`src/rtl/exc_deact_pkg.sv`:
```
package exc_deact_pkg;
   localparam int VEC_RESET = 1;
   localparam int VEC_NMI   = 2;
   localparam int VEC_HARD  = 3;

   typedef enum logic [1:0] {
      CMP_OK        = 2'd0,
      CMP_ILLEGAL   = 2'd1,
      CMP_NOTACTIVE = 2'd2,
      CMP_INVALID   = 2'd3
   } cmp_res_e;
endpackage

```
`src/rtl/exc_vec_pick.sv`:
```
module exc_vec_pick
   import exc_deact_pkg::*;
#(
   parameter int NUM_EXC = 16,
   parameter int EXC_W = 4,
   parameter int PRIO_W = 9,
   parameter logic [NUM_EXC-1:0] BANKED = '0
) (
   input  logic [EXC_W-1:0]  req_num,
   input  logic              req_sec,
   input  logic [PRIO_W-1:0] prio,
   input  logic              v8_mode,
   input  logic              fault_ns,
   input  logic [NUM_EXC-1:0] tgt_sec,
   output logic [EXC_W-1:0]  sel_num,
   output logic              sel_sec,
   output logic              num_ok,
   output logic              mismatch
);
   localparam logic [PRIO_W-1:0] PRIO_M1 = {PRIO_W{1'b1}};
   localparam logic [PRIO_W-1:0] PRIO_M2 = {{(PRIO_W-1){1'b1}}, 1'b0};
   localparam logic [PRIO_W-1:0] PRIO_M3 = {{(PRIO_W-2){1'b1}}, 2'b01};

   logic req_banked;

   always_comb begin
      num_ok     = (int'(req_num) > VEC_RESET) && (int'(req_num) < NUM_EXC);
      req_banked = num_ok && BANKED[req_num];
      mismatch   = num_ok && !req_banked && (tgt_sec[req_num] != req_sec);
      // default: requested vector in its bank
      sel_num = req_num;
      sel_sec = req_sec && req_banked;
      if (v8_mode) begin
         unique case (prio)
            PRIO_M1: begin
               sel_num = EXC_W'(VEC_HARD);
               sel_sec = !fault_ns;
            end
            PRIO_M2: begin
               sel_num = EXC_W'(VEC_NMI);
               sel_sec = 1'b0;
            end
            PRIO_M3: begin
               sel_num = EXC_W'(VEC_HARD);
               sel_sec = 1'b1;
            end
            default: ;
         endcase
      end
   end
endmodule

```
`src/rtl/exc_state_bank.sv`:
```
module exc_state_bank #(
   parameter int NUM_EXC = 16,
   parameter int EXC_W = 4,
   parameter logic [NUM_EXC-1:0] BANKED = '0
) (
   input  logic               clk,
   input  logic               rst_n,
   input  logic               set_en,
   input  logic [EXC_W-1:0]   set_num,
   input  logic               set_sec,
   input  logic               clr_en,
   input  logic [EXC_W-1:0]   clr_num,
   input  logic               clr_sec,
   input  logic               repend,
   output logic [NUM_EXC-1:0] act_ns,
   output logic [NUM_EXC-1:0] act_s,
   output logic [NUM_EXC-1:0] pend_ns,
   output logic [NUM_EXC-1:0] pend_s
);
   for (genvar i = 0; i < NUM_EXC; i++) begin : g_vec
      logic set_hit_ns, clr_hit_ns;

      assign set_hit_ns = set_en && (set_num == EXC_W'(i)) && !(set_sec && BANKED[i]);
      assign clr_hit_ns = clr_en && (clr_num == EXC_W'(i)) && !clr_sec;

      always_ff @(posedge clk) begin
         if (!rst_n) begin
            act_ns[i]  <= 1'b0;
            pend_ns[i] <= 1'b0;
         end else if (clr_hit_ns) begin
            act_ns[i] <= 1'b0;
            if (repend) pend_ns[i] <= 1'b1;
         end else if (set_hit_ns) begin
            act_ns[i]  <= 1'b1;
            pend_ns[i] <= 1'b0;
         end
      end

      if (BANKED[i]) begin : g_sec
         logic set_hit_s, clr_hit_s;

         assign set_hit_s = set_en && (set_num == EXC_W'(i)) && set_sec;
         assign clr_hit_s = clr_en && (clr_num == EXC_W'(i)) && clr_sec;

         always_ff @(posedge clk) begin
            if (!rst_n) begin
               act_s[i]  <= 1'b0;
               pend_s[i] <= 1'b0;
            end else if (clr_hit_s) begin
               act_s[i] <= 1'b0;
               if (repend) pend_s[i] <= 1'b1;
            end else if (set_hit_s) begin
               act_s[i]  <= 1'b1;
               pend_s[i] <= 1'b0;
            end
         end
      end else begin : g_nosec
         assign act_s[i]  = 1'b0;
         assign pend_s[i] = 1'b0;
      end
   end
endmodule

```
`src/rtl/exc_deact_top.sv`:
```
module exc_deact_top
   import exc_deact_pkg::*;
#(
   parameter int NUM_EXC = 16,
   parameter int PRIO_W = 9,
   parameter logic [NUM_EXC-1:0] BANKED = NUM_EXC'(32'h0000_C878),
   localparam int EXC_W = $clog2(NUM_EXC)
) (
   input  logic               clk,
   input  logic               rst_n,
   input  logic               act_req,
   input  logic [EXC_W-1:0]   act_num,
   input  logic               act_sec,
   input  logic               cmp_req,
   input  logic [EXC_W-1:0]   cmp_num,
   input  logic               cmp_sec,
   input  logic [PRIO_W-1:0]  exec_prio,
   input  logic               v8_mode,
   input  logic               fault_ns,
   input  logic [NUM_EXC-1:0] tgt_sec,
   input  logic [NUM_EXC-1:0] lvl_cfg,
   input  logic [NUM_EXC-1:0] line_in,
   output logic               cmp_done,
   output logic [EXC_W-1:0]   cmp_sel_num,
   output logic               cmp_sel_sec,
   output logic               cmp_fail,
   output logic               cmp_illegal,
   output logic               cmp_rettobase,
   output logic [NUM_EXC-1:0] act_ns_o,
   output logic [NUM_EXC-1:0] act_s_o,
   output logic [NUM_EXC-1:0] pend_ns_o,
   output logic [NUM_EXC-1:0] pend_s_o
);
   localparam logic [NUM_EXC-1:0] ONE_HOT0 = {{(NUM_EXC-1){1'b0}}, 1'b1};

   if (NUM_EXC < 4 || NUM_EXC > 512) begin : g_bad_num
      $error("NUM_EXC must lie in 4..512");
   end
   if (PRIO_W < 3) begin : g_bad_prio
      $error("PRIO_W must be at least 3");
   end

   logic [EXC_W-1:0] sel_num;
   logic             sel_sec, num_ok, mismatch, cur_active, do_clr, repend, set_ok;
   logic [NUM_EXC-1:0] clr_mask, after_ns, after_s;
   cmp_res_e         res;

   exc_vec_pick #(
      .NUM_EXC(NUM_EXC), .EXC_W(EXC_W), .PRIO_W(PRIO_W), .BANKED(BANKED)
   ) u_pick (
      .req_num (cmp_num),
      .req_sec (cmp_sec),
      .prio    (exec_prio),
      .v8_mode (v8_mode),
      .fault_ns(fault_ns),
      .tgt_sec (tgt_sec),
      .sel_num (sel_num),
      .sel_sec (sel_sec),
      .num_ok  (num_ok),
      .mismatch(mismatch)
   );

   always_comb begin
      cur_active = sel_sec ? act_s_o[sel_num] : act_ns_o[sel_num];
      if (!num_ok)          res = CMP_INVALID;
      else if (!cur_active) res = CMP_NOTACTIVE;
      else if (mismatch)    res = CMP_ILLEGAL;
      else                  res = CMP_OK;
      do_clr   = cmp_req && (res == CMP_OK || res == CMP_ILLEGAL);
      repend   = lvl_cfg[sel_num] && line_in[sel_num];
      clr_mask = do_clr ? (ONE_HOT0 << sel_num) : '0;
      after_ns = sel_sec ? act_ns_o : (act_ns_o & ~clr_mask);
      after_s  = sel_sec ? (act_s_o & ~clr_mask) : act_s_o;
      set_ok   = act_req && !cmp_req &&
                 (int'(act_num) > VEC_RESET) && (int'(act_num) < NUM_EXC);
   end

   exc_state_bank #(
      .NUM_EXC(NUM_EXC), .EXC_W(EXC_W), .BANKED(BANKED)
   ) u_bank (
      .clk    (clk),
      .rst_n  (rst_n),
      .set_en (set_ok),
      .set_num(act_num),
      .set_sec(act_sec),
      .clr_en (do_clr),
      .clr_num(sel_num),
      .clr_sec(sel_sec),
      .repend (repend),
      .act_ns (act_ns_o),
      .act_s  (act_s_o),
      .pend_ns(pend_ns_o),
      .pend_s (pend_s_o)
   );

   always_ff @(posedge clk) begin
      if (!rst_n) begin
         cmp_done      <= 1'b0;
         cmp_sel_num   <= '0;
         cmp_sel_sec   <= 1'b0;
         cmp_fail      <= 1'b0;
         cmp_illegal   <= 1'b0;
         cmp_rettobase <= 1'b0;
      end else begin
         cmp_done <= cmp_req;
         if (cmp_req) begin
            cmp_sel_num   <= sel_num;
            cmp_sel_sec   <= sel_sec;
            cmp_fail      <= (res == CMP_INVALID) || (res == CMP_NOTACTIVE);
            cmp_illegal   <= (res == CMP_ILLEGAL);
            cmp_rettobase <= do_clr && ((after_ns | after_s) == '0);
         end
      end
   end
endmodule

```
`config.mk`:
```
export PLATFORM = sky130hd
export DESIGN_NAME = exc_deact_top
export DESIGN_NICKNAME = d
export VERILOG_FILES = /design/src/rtl/exc_deact_pkg.sv /design/src/rtl/exc_vec_pick.sv /design/src/rtl/exc_state_bank.sv /design/src/rtl/exc_deact_top.sv
export SDC_FILE = /design/constraint.sdc
export NUM_CORES = 1
export LEC_CHECK = 0
export BUFFER_PORTS_ARGS = -buffer_cell sky130_fd_sc_hd__buf_4
export CAP_MARGIN = 20
export CORE_MARGIN = 8
export CORE_UTILIZATION = 35
export DETAILED_ROUTE_END_ITERATION = 8
export GPL_ROUTABILITY_DRIVEN = 0
export PLACE_DENSITY = 0.59
export SYNTH_ARGS = -nofsm -noshare
export SYNTH_HDL_FRONTEND = slang
export SYNTH_SLANG_ARGS = --single-unit
```
`constraint.sdc`:
```
create_clock -name clk -period 4.1 [get_ports clk]
set_input_delay 0.82 -clock clk [delete_from_list [all_inputs] [get_ports clk]]
set_output_delay 0.82 -clock clk [all_outputs]
set_load 0.02 [all_outputs]
```
; Word-level counts from Yosys, hierarchy flattened
; Memory sizes are Yosys's and may differ from the RTL's.
; Index checks and enable logic that the tools add are counted.
[word_totals]
register_bits = 55
n_memories = 1
in_bits = 73
word_cells = 351
rom_bits = 16
[op_classes]
n_shift = 1
n_reduce_logical = 159
eq_ne = 60
mux = 69
bitwise_logic = 5
n_lt_le_gt_ge = 4
[memory_table]
columns = name, words, width, rd, rd_clocked_by_memory_dff, wr, line_no
row1 = (no name shown), 16, 1, 1, 0, 0, exc_vec_pick.sv:28  ; req_banked = num_ok && BANKED[req_num];
[op_table]
columns = operator, count
row1 = $logic_and 1x1->1, 78
row2 = $eq 4x4->1 const B, 16
row3 = $mux 1, 56
row4 = $mux 16, 3
row5 = $reduce_or 2->1, 24
row6 = $ne 2x2->1 const B, 23
row7 = $reduce_and 2->1, 23
row8 = $reduce_bool 2->1, 23
row9 = $and 16x16->16, 2
row10 = $eq 4x3->1 const B, 8
row11 = $eq 9x9->1 const B, 3
row12 = $bmux 1 s4, 5
row13 = $eq 4x2->1 const B, 4
row14 = $logic_not 16->1, 1
row15 = $not 16->16, 1
row16 = $or 16x16->16, 1
row17 = $shl 1x4->16 const A, 1
row18 = $lt 4x5->1 const B, 2
row19 = $eq 4x1->1 const B, 2
row20 = $gt 4x1->1 const B, 2
row21 = $logic_not 4->1, 2
row22 = $pmux 4 s2, 1
row23 = $logic_not 1->1, 5
row24 = $eq 2x2->1 const B, 2
row25 = other kinds (8), 10

; Depth between registers and ports, before layout
[logic_depth]
depth_word = 19
mapped_depth = 12

; Modules after synthesis
; A second synthesis with hierarchy kept.
[unflattened]
cells_unflattened = 473
hier_area_um2 = 3876.2
[modules_own_cells]
columns = mod, cells_per_inst, seq_area_each_um2, n_inst, area_each_um2
row1 = exc_state_bank, 250, 920.9, 1, 2213.4
row2 = exc_deact_top, 193, 180.2, 1, 1386.3
row3 = exc_vec_pick, 30, 0.0, 1, 276.5

; Worst setup path before layout
; No wires, ideal clock.
[synth_timing]
path_type = input-to-reg
from = input port exec_prio[4]
to = register cmp_rettobase
setup_ns = 0.067
cell_stages = 10
path_slack_ns = 1.054
arrival_time_ns = 2.979
cell_sequence = and4_4 -> buf_6 -> a31oi_1 -> o221ai_2 -> or4_4 -> a211o_1 -> a21oi_1 -> o21bai_1 -> a211o_1 -> o21ai_2
[synth_between]
elab_chain_cells = 19
[synth_rtl]
columns = element, line_no
row1 = "start, declared", exc_deact_top.sv:17  ; input logic [PRIO_W-1:0] exec_prio,
row2 = $eq 9x9->1, exc_vec_pick.sv:34  ; unique case (prio)
row3 = $reduce_or 2->1 (no line), n/a
row4 = $pmux 4 s2, exc_vec_pick.sv:34
row5 = $mux 4, exc_vec_pick.sv:33  ; if (v8_mode) begin
row6 = $bmux 1 s4, exc_deact_top.sv:64  ; cur_active = sel_sec ? act_s_o[sel_num] : act_ns_o[sel_num];
row7 = $mux 1 (not written as such), exc_deact_top.sv:64
row8 = $mux 1, exc_deact_top.sv:64
row9 = $mux 2, exc_deact_top.sv:66  ; else if (!cur_active) res = CMP_NOTACTIVE;
row10 = [... 3 more ...], n/a
row11 = $logic_and 1x1->1, exc_deact_top.sv:69  ; do_clr = cmp_req && (res == CMP_OK || res == CMP_ILLEGAL);
row12 = $mux 16, exc_deact_top.sv:71  ; clr_mask = do_clr ? (ONE_HOT0 << sel_num) : '0;
row13 = $not 16->16, "exc_deact_top.sv:72, exc_deact_top.sv:73"
row14 = $and 16x16->16 (on tied branches), "exc_deact_top.sv:72, exc_deact_top.sv:73"
row15 = $mux 16 (on tied branches), "exc_deact_top.sv:72, exc_deact_top.sv:73"
row16 = $or 16x16->16, exc_deact_top.sv:111  ; cmp_rettobase <= do_clr && ((after_ns | after_s) == '0);
row17 = $logic_not 16->1, exc_deact_top.sv:111
row18 = $logic_and 1x1->1 *, exc_deact_top.sv:111
row19 = "end signal, assigned", exc_deact_top.sv:111
row20 = "end, declared", exc_deact_top.sv:28  ; output logic cmp_rettobase,
; Every way passes the cells marked *; elsewhere a longest branch is shown, timed or not. The select of a mux whose other input is x is not followed.
; A chain may end at the register's enable or synchronous reset.

; Worst setup path after layout
[layout_timing]
from = input port cmp_num[2]
to = register cmp_rettobase
[layout_between]
elab_chain_cells = 19
[layout_rtl]
columns = element, line_no
row1 = "start, declared", exc_deact_top.sv:15  ; input logic [EXC_W-1:0] cmp_num,
row2 = $mem_v2 16x1, n/a
row3 = $mux 1 (not written as such), exc_vec_pick.sv:28
row4 = $logic_and 1x1->1, exc_vec_pick.sv:28
row5 = $logic_and 1x1->1 / $logic_not 1->1 (equally long branches), "exc_vec_pick.sv:32, exc_vec_pick.sv:29"
row6 = $pmux 1 s3 / $logic_and 1x1->1 (equally long branches), "exc_vec_pick.sv:34, exc_vec_pick.sv:29"
row7 = $mux 1 / $logic_and 1x1->1 (equally long branches), "exc_vec_pick.sv:33, exc_vec_pick.sv:29"
row8 = $mux 1 (on tied branches), "exc_deact_top.sv:64, exc_deact_top.sv:67"
row9 = $mux 2, exc_deact_top.sv:66
row10 = [... 3 more ...], n/a
row11 = $logic_and 1x1->1, exc_deact_top.sv:69
row12 = $mux 16, exc_deact_top.sv:71
row13 = $not 16->16, "exc_deact_top.sv:72, exc_deact_top.sv:73"
row14 = $and 16x16->16 (on tied branches), "exc_deact_top.sv:72, exc_deact_top.sv:73"
row15 = $mux 16 (on tied branches), "exc_deact_top.sv:72, exc_deact_top.sv:73"
row16 = $or 16x16->16, exc_deact_top.sv:111
row17 = $logic_not 16->1, exc_deact_top.sv:111
row18 = $logic_and 1x1->1 *, exc_deact_top.sv:111
; Marked as above.

==> impl_metrics.yaml <==
layout:
  nets: 602
  area.growth.synth_to_final_pct: 29.23
  multi_input_area_mm2: 0.002230
  stdcell_count: 663
  fillers: 986
  drive_gt1_share_pct: 32.45
  regArea_mm2: 0.001101
  antenna_cells: 0
synthesis:
  ys_seq_area_share_pct: 31.06
  yosys_most_used_dff: "dfxtp_1"
  async_reset_ff_share_pct: 0
  yosysWarnings: 0
  ys_ff_latch: 55
  syn_area_mm2: 0.003545
  synth_edf_count: 0
  postSynthCellCount: 418
  avgSynthCellArea_um2: 8.480
  synth.distinct_cells: 80
sta:
  holdWs_ns: 0.4669
  max_freq_mhz: 297.5
  setup_viol: 0
  slew_violations: 0
  hold_violations: 0
  worst_slew_margin_rel_pct: 35.51
  min_period_ns: 3.361
  fin_crit_sh_pct: 81.98
  tightestPinTransition_ns: 0.9673
  tns_ns: 0
  fin_skew_ns: 0.009198
  rsz0062_at_grt: "no"
clock_tree:
  numCtsBuffers: 5
  cts_setup_buffers: 0
  clock_latency_ns: 0.31
  cts_resized: 0
  clk_pin_slew_worst_paths_ns: 0.10
  cts_sinks: 55
  holdBufCountCts: 0
  tritoncts: "yes"
  cts_max_level: 2
  cts_buffer_depth: 2
  root_buffer: "clkbuf_8"
die:
  die_h_um: 116.6
  fp-row-count: 36
  die_width_um: 116.6
  dieArea_mm2: 0.01360
  ios: 146
  initial_core_util_pct: 36.10
  core_area_mm2: 0.009819
worst_setup_path:
  reg2reg_slack_ns: 1.37
  cp_top_family: "compound AO/OA/AOI/OAI gates"
  r2r_cells: 9
  reg2reg_from: "u_bank.act_s[14]"
  cp_slowest_cell: "o22ai_1"
  worst-path-buf-inv: 1
  worstSetupStartpointType: "primary input"
  required_ns: 4.35
  cp_num_cells: 10
  crit_start: "cmp_num[2]"
  cpMostUsedCell: "o2111ai_1"
  worst-setup-path-type: "in -> reg"
  worst_path_largest_cell_delay_ns: 0.78
  rr_endpoint: "cmp_rettobase"
  cp_max_fo: 17
  cp-endpoint: "cmp_rettobase"
  worst-endpoint-arrival_ns: 3.61
  endpoint_kind: "flip-flop"
  cp_cell_sequence: "buf_4 -> nor2b_1 -> o2111ai_1 -> o22ai_1 -> nand4_1 -> a22o_1 -> a221oi_2 -> o2111ai_1 -> a211o_1 -> o21ai_2"
grt:
  grt_first_pass_wirelength_um: 20650
  grt_max_degree: 58
  grt_pass1_vias: 3837
  grt_use_met3_pct: 3.516
  antenna_found_initial: 0
  grt_use_met1_pct: 23.81
  grt_util_met2_pct: 32.94
  grt_use_total_pct: 19.29
  grt-ovfl-total: 0
  busiest_layer: "met2"
routing:
  ant_nets: 0
  via_per_inst: 5.659
  wl_per_cell_um: 19.97
  dr.pass1.iters: 5
  wl_um: 13240
  drc: 0
  drt_iter0_markers: 270
  route.vias.total: 3752
min_path:
  min_from: "u_bank.pend_ns[5]"
  hp-class: "reg -> reg"
placement:
  dp_hpwl_um: 10410
  dp_cells: 655
  portBuffers: 127
power:
  power_density_mw_per_mm2: 241.1
  p_leak_nw: 2.026
  peakVddDrop_mv: 0.1340
run_status:
  outcome: "finished, final reports clean"
run:
  drv_cap: 0
## final cells by class
type                    count  share of cell area [%]
multi-input cells         331                   48.68
flip-flops and latches     55                   24.04
repair buffers            131                   21.47
well taps                 133                   3.633
clock buffers               7                   1.666
inverters                   5                  0.4097
clock inverters             1                  0.1093
## tightest hold or removal path, cell delays in order (launching register included)
cell and delay [ns]:
dfxtp_1 0.32, nand2_1 0.05, o22ai_1 0.05
## sequential cells by signal (all words and copies together), names as in the netlist
| name | cells |
|---|---|
| cmp_rettobase | 1 |
| cmp_fail | 1 |
| u_bank.act_s | 7 |
| u_bank.pend_ns | 16 |
| cmp_done | 1 |
| cmp_sel_num | 4 |
| u_bank.pend_s | 7 |
| cmp_illegal | 1 |
| u_bank.act_ns | 16 |
| cmp_sel_sec | 1 |
## synth_stat cells, types with 3 or more instances
cell type	n	area share [%]
a211o_1	3	0.74
nand4_1	7	1.2
buf_2	8	1.1
o211a_1	16	4.5
a31oi_1	7	1.2
nand2b_1	6	1.1
a21oi_1	9	1.3
o211ai_1	8	1.7
nand4_2	3	1.1
nand2_1	46	4.9
o22ai_1	19	3.4
mux2i_1	8	2.3
o31ai_1	5	1.1
o21ai_0	9	1.3
or3_1	4	0.71
nand3_1	18	2.5
a311oi_1	5	1.2
clkbuf_1	14	1.5
or2_2	4	0.71
nor2_1	31	3.3
nor2b_1	9	1.6
dfxtp_1	55	31
and3_1	9	1.6
a211oi_1	4	0.85
and2_1	6	1.1
mux4_2	5	3.2
buf_4	18	3.8
inv_1	5	0.53
nor3_1	11	1.6
## placed cells by master (no fill, tap or decap), types with 6 or more instances in the layout
cell type / instances
mux2i_1: 8
o211a_1: 16
o211ai_1: 8
nor2_1: 31
nor3_1: 11
and2_1: 6
and3_1: 9
nand4_1: 7
conb_1: 18
nor2b_1: 9
a21oi_1: 9
o21ai_0: 9
a31oi_1: 7
o22ai_1: 19
nand2b_1: 6
dfxtp_1: 55
buf_4: 131
nand3_1: 18
nand2_1: 46
## where the power goes
group,internal (mW),leakage [nW],switching (mW)
Combinational,0.109,1.54,0.153
Sequential,0.542,0.445,0.00682
Clock,0.120,0.0422,0.172
## worst min-delay path by stage
stage | depth (start not counted) | slack (ns) | end
6_report | 2 | 0.47 | u_bank.pend_ns[5]
5_1_grt | 2 | 0.49 | u_bank.pend_ns[5]
4_1_cts | 2 | 0.47 | u_bank.pend_s[3]
3_5_place_dp | 1 | 0.45 | u_bank.pend_ns[0]
3_3_place_gp | 1 | 0.45 | u_bank.pend_ns[0]
2_1_floorplan | 2 | 0.53 | u_bank.pend_ns[10]
## layer usage
metal | part of all wire [%] | vias up
met1 | 41 | 1792
met3 | 6.2 | 30
met4 | 2.3 | 0
met5 | 0 | -
li1 | - | 1784
met2 | 50 | 146
## metrics by stage
step	power, mW	utilization, %	area [um^2]	worst slack, ns
global route	1.159	46.65	4581	0.5572
global placement	0.8194	45.82	4499	0.5308
finish	1.104	46.65	4581	0.7387
CTS	1.110	46.65	4581	0.7799
detailed placement	0.8214	45.82	4499	0.4677
floorplan	0.7248	-	3608	1.054
## kinds of logic (layout without fill, tap and decap cells)
group           after synthesis  count (layout)  share of synthesized area [%]
compound gates              124             124                          28.42
xor+xnor                      1               1                         0.2471
buf+inv                      49             144                          7.836
flops                        55              55                          31.06
mux                          14              14                          5.754
other cells                   1              18                         0.1058
simple gates                174             174                          26.58
Note: power is estimated with default switching activity, not from simulation.
